===== config.mk =====
export PLATFORM = sky130hd
export DESIGN_NAME = pkt_presence_det
export DESIGN_NICKNAME = d
export VERILOG_FILES = /design/src/rtl/pkt_det_pkg.sv /design/src/rtl/pkt_win_cmp.sv /design/src/rtl/pkt_env_det.sv /design/src/rtl/pkt_eop_dwell.sv /design/src/rtl/pkt_presence_det.sv
export SDC_FILE = /design/constraint.sdc
export NUM_CORES = 1
export LEC_CHECK = 0
export CAP_MARGIN = 20
export CORE_ASPECT_RATIO = 1.75
export CORE_MARGIN = 2
export CORE_UTILIZATION = 45
export CTS_CLUSTER_DIAMETER = 30
export DETAILED_ROUTE_END_ITERATION = 16
export HOLD_SLACK_MARGIN = 0.05
export PLACE_DENSITY = 0.8
export SLEW_MARGIN = 10
export SYNTH_ARGS = -nofsm -noshare
export SYNTH_HDL_FRONTEND = slang
export SYNTH_SLANG_ARGS = --single-unit

===== constraint.sdc =====
create_clock -name clk -period 7.7 [get_ports clk]
set_input_delay 1.54 -clock clk [delete_from_list [all_inputs] [get_ports clk]]
set_output_delay 1.54 -clock clk [all_outputs]
set_load 0.01 [all_outputs]

===== src/rtl/pkt_det_pkg.sv =====
package pkt_det_pkg;

  // Extra headroom bits used for the scaled window arithmetic.
  localparam int unsigned HEADROOM = 4;

  typedef enum logic [1:0] {
    DWELL_IDLE  = 2'd0,
    DWELL_COUNT = 2'd1,
    DWELL_DONE  = 2'd2
  } dwell_state_e;

endpackage


===== src/rtl/pkt_win_cmp.sv =====
module pkt_win_cmp #(
  parameter int unsigned SAMPLE_W = 12
) (
  input  logic signed [SAMPLE_W-1:0] sample,
  input  logic signed [SAMPLE_W-1:0] ref_hi,
  input  logic signed [SAMPLE_W-1:0] ref_lo,
  output logic signed [SAMPLE_W+pkt_det_pkg::HEADROOM-1:0] spread,
  output logic                       in_win
);
  localparam int unsigned EW = SAMPLE_W + pkt_det_pkg::HEADROOM;

  logic signed [EW-1:0] s_x, h_x, l_x;
  logic signed [EW-1:0] s4, sum2, dev, dev_abs;

  always_comb begin
    s_x     = EW'(sample);
    h_x     = EW'(ref_hi);
    l_x     = EW'(ref_lo);
    spread  = h_x - l_x;
    s4      = s_x <<< 2;
    sum2    = (h_x + l_x) <<< 1;
    dev     = s4 - sum2;
    dev_abs = dev[EW-1] ? -dev : dev;
    in_win  = (dev_abs < spread);
  end
endmodule


===== src/rtl/pkt_env_det.sv =====
module pkt_env_det #(
  parameter int unsigned SAMPLE_W       = 12,
  parameter int          ENV_MIN_SPREAD = 164
) (
  input  logic clk,
  input  logic rst,
  input  logic active,
  input  logic signed [SAMPLE_W+pkt_det_pkg::HEADROOM-1:0] spread,
  output logic env_flag
);
  localparam int unsigned EW = SAMPLE_W + pkt_det_pkg::HEADROOM;
  localparam logic signed [EW-1:0] THRESH = EW'(ENV_MIN_SPREAD);

  logic wide;
  assign wide = (spread > THRESH);

  always_ff @(posedge clk) begin
    if (rst) env_flag <= 1'b0;
    else     env_flag <= active & wide;
  end
endmodule


===== src/rtl/pkt_eop_dwell.sv =====
module pkt_eop_dwell #(
  parameter int unsigned DWELL_BITS = 4
) (
  input  logic clk,
  input  logic rst,
  input  logic active,
  input  logic in_win,
  input  logic bit_stb,
  output logic eop_flag
);
  import pkt_det_pkg::*;
  localparam int unsigned CNT_W = $clog2(DWELL_BITS + 1);
  localparam logic [CNT_W-1:0] LIMIT = CNT_W'(DWELL_BITS);

  logic [CNT_W-1:0] cnt_q, cnt_d;
  dwell_state_e     st_d;

  always_comb begin
    cnt_d = cnt_q;
    if (!active || !in_win)
      cnt_d = '0;
    else if (bit_stb && cnt_q != LIMIT)
      cnt_d = cnt_q + 1'b1;
    if (cnt_d == LIMIT)      st_d = DWELL_DONE;
    else if (cnt_d != '0)    st_d = DWELL_COUNT;
    else                     st_d = DWELL_IDLE;
  end

  always_ff @(posedge clk) begin
    if (rst) begin
      cnt_q    <= '0;
      eop_flag <= 1'b0;
    end else begin
      cnt_q    <= cnt_d;
      eop_flag <= (st_d == DWELL_DONE);
    end
  end
endmodule


===== src/rtl/pkt_presence_det.sv =====
module pkt_presence_det #(
  parameter int unsigned SAMPLE_W       = 12,
  parameter int          ENV_MIN_SPREAD = 164,
  parameter int unsigned DWELL_BITS     = 4
) (
  input  logic                       clk,
  input  logic                       rst,
  input  logic                       rx_mode,
  input  logic                       env_en,
  input  logic                       eop_en,
  input  logic                       bit_stb,
  input  logic signed [SAMPLE_W-1:0] sample,
  input  logic signed [SAMPLE_W-1:0] ref_hi,
  input  logic signed [SAMPLE_W-1:0] ref_lo,
  output logic                       env_flag,
  output logic                       eop_flag
);
  localparam int unsigned EW = SAMPLE_W + pkt_det_pkg::HEADROOM;

  logic signed [EW-1:0] spread;
  logic                 in_win;

  pkt_win_cmp #(.SAMPLE_W(SAMPLE_W)) u_win (
    .sample (sample),
    .ref_hi (ref_hi),
    .ref_lo (ref_lo),
    .spread (spread),
    .in_win (in_win)
  );

  pkt_env_det #(.SAMPLE_W(SAMPLE_W), .ENV_MIN_SPREAD(ENV_MIN_SPREAD)) u_env (
    .clk      (clk),
    .rst      (rst),
    .active   (rx_mode & env_en),
    .spread   (spread),
    .env_flag (env_flag)
  );

  pkt_eop_dwell #(.DWELL_BITS(DWELL_BITS)) u_eop (
    .clk      (clk),
    .rst      (rst),
    .active   (rx_mode & eop_en),
    .in_win   (in_win),
    .bit_stb  (bit_stb),
    .eop_flag (eop_flag)
  );
endmodule


; ---- Word level (Yosys, flattened, before mapping)
; Cells that the tools add are included.
[totals]
out_inout_bits = 2
wordCells = 26
inputBits = 42
ff_bits = 5
[op_classes]
order_cmp = 2
reduce_logical = 5
eq_ne = 3
add_sub_neg = 5
n_bitwise = 3
n_mux = 5
[op_table]
columns = operator, n
row1 = $lt 16x13->1, 1
row2 = $mux 16, 1
row3 = $neg 16->16, 1
row4 = $sub 14x14->15, 1
row5 = $add 12x12->13, 1
row6 = $gt 13x9->1 const B, 1
row7 = $sub 12x12->13, 1
row8 = $mux 3, 2
row9 = $add 3x1->3 const B, 1
row10 = $and 1x1->1, 3
row11 = $eq 3x3->1 const B, 1
row12 = $ne 3x3->1 const B, 1
row13 = $reduce_bool 3->1, 1
row14 = $eq 2x2->1 const B, 1
row15 = $logic_not 1->1, 2
row16 = $mux 2, 1
row17 = $logic_and 1x1->1, 1
row18 = $logic_or 1x1->1, 1
row19 = $mux 1, 1

; ---- Depth between registers and ports, before layout
[depth]
ltp_word = 12
ltp_mapped = 27
ltp_nobuf = 26

; ---- Modules after synthesis
; Synthesis repeated with hierarchy kept, for this count alone.
[hier_totals]
cells_unflattened = 378
hier_area_um2 = 2881.5
[modules_own_cells]
columns = mod, cells_per_inst, area_each_um2, seq_area_each_um2, n_inst
row1 = pkt_win_cmp, 346, 2586.2, 0.0, 1
row2 = pkt_eop_dwell, 20, 207.7, 80.1, 1
row3 = pkt_env_det, 10, 75.1, 20.0, 1
row4 = pkt_presence_det, 2, 12.5, 0.0, 1

; ---- Worst setup path before layout
; OpenSTA, ideal clock, no wires.
[synth_path]
kind = in2reg
start = input ref_hi[0]
end = register u_eop.cnt_q[1]
path_buffers = 1
arrival_time_ps = 6158
stages = 26
slack_ps = 1462
required_ps = 7620
path_cell_list = ha_1 > inv_1 > fa_1 > o21ba_2 > o21ai_0 > a21oi_1 > o21ai_0 > nand2_1 > xnor2_1 > ha_1 > a21oi_1 > nand2_1 > nor3_1 > a21oi_1 > o22ai_1 > buf_2 > o41ai_1 > xnor2_1 > ha_1 > a21o_1 > a21o_1 > a21o_1 > a211oi_1 > o21ai_0 > mux2_2 > nor3b_1
[synth_between]
elab_chain_len = 8
word_cells_on_any_way = 9
[synth_lines]
columns = item, line_no
row1 = from (decl), pkt_presence_det.sv:13  ; input logic signed [SAMPLE_W-1:0] ref_hi,
row2 = $add 12x12->13, pkt_win_cmp.sv:21  ; sum2 = (h_x + l_x) <<< 1;
row3 = $sub 14x14->15, pkt_win_cmp.sv:22  ; dev = s4 - sum2;
row4 = $neg 16->16, pkt_win_cmp.sv:23  ; dev_abs = dev[EW-1] ? -dev : dev;
row5 = $mux 16, pkt_win_cmp.sv:23
row6 = $lt 16x13->1 *, pkt_win_cmp.sv:24  ; in_win = (dev_abs < spread);
row7 = $logic_not 1->1 *, pkt_eop_dwell.sv:20  ; if (!active || !in_win)
row8 = $logic_or 1x1->1 *, pkt_eop_dwell.sv:20
row9 = $mux 3 *, pkt_eop_dwell.sv:20
row10 = to (signal assigned), pkt_eop_dwell.sv:34  ; cnt_q <= cnt_d;
row11 = to (decl), pkt_eop_dwell.sv:15  ; logic [CNT_W-1:0] cnt_q, cnt_d;
; Every way passes the cells marked *; elsewhere a longest branch is shown, timed or not.
; A chain may end at the register's enable or synchronous reset.

; ---- Final worst setup path
[layout_path]
start = input ref_hi[1]
end = register u_eop.cnt_q[1]
; The elaborated chain is that of the path after synthesis.

==> results.py <==
metrics = {
    "status": {
        "outcome": "completed",
    },
    "timing": {
        "finalMaxSlewViolations": 0,
        "final.period_utilization": 0.9105,
        "fmax_ghz": 0.1426,
        "finalSetupViolations": 0,
        "rsz0062_at_grt": "false",
        "relSlewSlack": 0.5052,
        "tns_ns": 0,
        "post-route-min-period_ns": 7.011,
        "finalHoldViolCount": 0,
        "tightest_slew_ns": 0.7235,
        "clock_skew_ns": 0.001243,
    },
    "synthesis": {
        "syn_area_sq_um": 2619,
        "synthTopCellsByArea": "ha_1 (26%), xnor2_1 (12%), a21oi_1 (6.5%)",
        "synth.largest_area_cell": "ha_1",
        "yosysUniqueCellTypes": 51,
        "netlist.area_leader.share": 0.2580,
        "synthCells": 350,
        "ys_ff_latch": 5,
        "synth_area_per_cell_sq_um": 7.482,
        "yosys_warnings": 0,
        "synth_seq_area_share": 0.03822,
        "async_reset_ff_frac": 0,
        "synth_ff_type": "dfxtp_1",
        "synth_edf_count": 0,
        "synth_nets": 449,
    },
    "clock_tree": {
        "cts_buffer_depth": 2,
        "clkSlewWorstSetupHoldPaths_ns": 0.04,
        "cts_root_buffer": "clkbuf_8",
        "cts_resized": 0,
        "postCtsSetupRepairBufs": 0,
        "cts.hold.buffers_added": 0,
        "cts_tree": "built",
        "cts_buffers": 3,
        "cts.sink_count": 5,
        "clk_latency_ns": 0.23,
        "cts_max_level": 1,
    },
    "routing": {
        "dr.pass1.iters": 4,
        "via_per_inst": 5.700,
        "drtIter0Drc": 58,
        "drtAntennaViolNets": 0,
        "post_drt_wl_per_cell_microns": 14.09,
        "via_count": 2656,
        "finalWirelength_microns": 6565,
        "drcViolationCount": 0,
    },
    "critical_path": {
        "cp.arrival_ns": 7.16,
        "start_kind": "primary input",
        "cp.required_ns": 7.85,
        "end_kind": "flop",
        "path_class": "primary input to flop",
        "crit_fanout": 13,
    },
    "die": {
        "start_util": 0.4689,
        "core-area_sq_um": 5585,
        "die_y_microns": 104.9,
        "fp.dieArea_sq_um": 6470,
        "rows": 36,
        "die_x_microns": 61.67,
        "io_pins": 44,
    },
    "global_route": {
        "grt_overflow_total": 0,
        "grt_pass1_vias": 2706,
        "grt_first_pass_wirelength_microns": 10960,
        "use_met2": 0.4060,
        "track_usage": 0.2123,
        "grt_util_met3": 0.006188,
        "grt_max_degree": 14,
        "busiest_layer": "met2",
        "use_met1": 0.2003,
        "antenna_found_initial": 0,
    },
    "job": {
        "cap_viol_max_count": 0,
    },
    "pwr": {
        "power_density_nw_per_um2": 186.6,
        "p_leak_uw": 0.001375,
        "worst_ir_drop_vdd_mv": 0.08930,
    },
    "finish": {
        "final_area_sq_um": 3164,
        "layout_common_cells": "ha_1 (54), clkdlybuf4s50_1 (43), xnor2_1 (35)",
        "finalNetCount": 490,
        "final_common_cell": "ha_1",
        "syn_to_final_growth_pct": 20.83,
        "final_layout_size_suffix_gt1_frac": 0.04103,
        "antenna_cells": 0,
        "filler_cell_count": 558,
    },
    "hold_path": {
        "hold_path_class": "flop to flop",
    },
    "placement": {
        "place_congestion": 0.9465,
        "place_area_sq_um": 3119,
        "detailed_place_hpwl_microns": 5750,
        "port_buffers": 43,
    },
}
-- Yosys cell counts (all sizes together) (3+ instances only) --
master and n:
dfxtp 5, o22ai 3, a31oi 5, nand2b 8
fa 3, nor2 18, xor2 5, inv 33
mux2i 3, nor3 12, nand4 3, a21o 13
nor2b 11, nand3 4, a211oi 6, o21bai 7
a21oi 34, a2111oi 3, o31ai 4, ha 54
or3 4, o21ai 22, nand2 15, clkbuf 6
xnor2 35, o21a 6
-- state kept, by name, summed over array words and instances (netlist names) --
name / flops
u_eop.cnt_q: 3
u_env.env_flag: 1
u_eop.eop_flag: 1
-- report_power, final --
group          total (uW)  leakage [uW]  switching, uW  internal, uW
Combinational         514       0.00131            279           235
Sequential           26.9     0.0000404          0.308          26.6
Clock                49.7     0.0000228           14.1          35.6
Total                 590       0.00137            293           297
-- critical path, stage by stage --
cell,delay (ns)
clkdlybuf4s50_1,0.57
inv_1,0.09
fa_1,0.46
o21ba_2,0.22
o21ai_0,0.25
a21oi_1,0.13
o21ai_0,0.22
a31oi_1,0.17
o21bai_1,0.18
xnor2_1,0.19
ha_1,0.33
o21ai_0,0.10
a21oi_1,0.07
o21ai_0,0.17
a21oi_1,0.06
o22ai_1,0.20
buf_4,0.22
o41ai_1,0.11
xnor2_1,0.17
ha_1,0.34
a21o_1,0.19
a21o_1,0.17
a21o_1,0.18
a211oi_1,0.21
o21ai_0,0.12
mux2_2,0.31
nor3b_1,0.18
-- final cells by class --
class	count	area (sq um)	area share
flip-flops and latches	5	100.1	0.03163
well taps	76	95.09	0.03005
repair buffers	44	437.9	0.1384
clock buffers	4	45.04	0.01423
multi-input cells	304	2362	0.7465
inverters	33	123.9	0.03915
-- kinds of logic (layout without fill, tap and decap cells) --
group,count (synthesis),count (layout),synth area share
simple gates,88,88,0.1758
mux,4,4,0.01577
fa+ha+maj,57,57,0.2809
flops,5,5,0.03822
other cells,1,1,0.001432
xor+xnor,40,40,0.1338
compound gates,114,114,0.2943
buf+inv,41,81,0.05972
-- stage by stage --
| step | instances | util | hold WS (ns) | setup WS, ns | total power (uW) |
|---|---|---|---|---|---|
| after floorplan | 350 | - | 0.5258 | 1.462 | 415.1 |
| after global placement | 462 | 0.5585 | 0.5521 | 0.5857 | 517.5 |
| after detailed placement | 462 | 0.5585 | 0.5513 | 0.4067 | 532.3 |
| after CTS | 466 | 0.5665 | 0.5560 | 0.6311 | 587.1 |
| after global routing | 466 | 0.5665 | 0.5956 | 0.2154 | 649.0 |
| final | 466 | 0.5665 | 0.5538 | 0.6889 | 590.3 |
-- worst paths after layout --
path | start | end | slack (ns) | depth (start not counted)
worst min register to register | u_eop.cnt_q[1]$_SDFF_PP0_ | u_eop.cnt_q[1]$_SDFF_PP0_ | 0.55 | 2
worst min-delay path | u_eop.cnt_q[1]$_SDFF_PP0_ | u_eop.cnt_q[1]$_SDFF_PP0_ | 0.55 | 2
worst max register to register | u_eop.cnt_q[0]$_SDFF_PP0_ | u_eop.eop_flag$_SDFF_PP0_ | 6.36 | 7
worst max-delay path | ref_hi[1] | u_eop.cnt_q[1]$_SDFF_PP0_ | 0.69 | 27
-- routing by layer --
metal  part of all wire  vias up
met1               0.35     1239
li1                   -     1339
met4              0.063        0
met2               0.57       54
met5                  0        -
met3              0.020       24
Power figures use the tool's default switching activity.
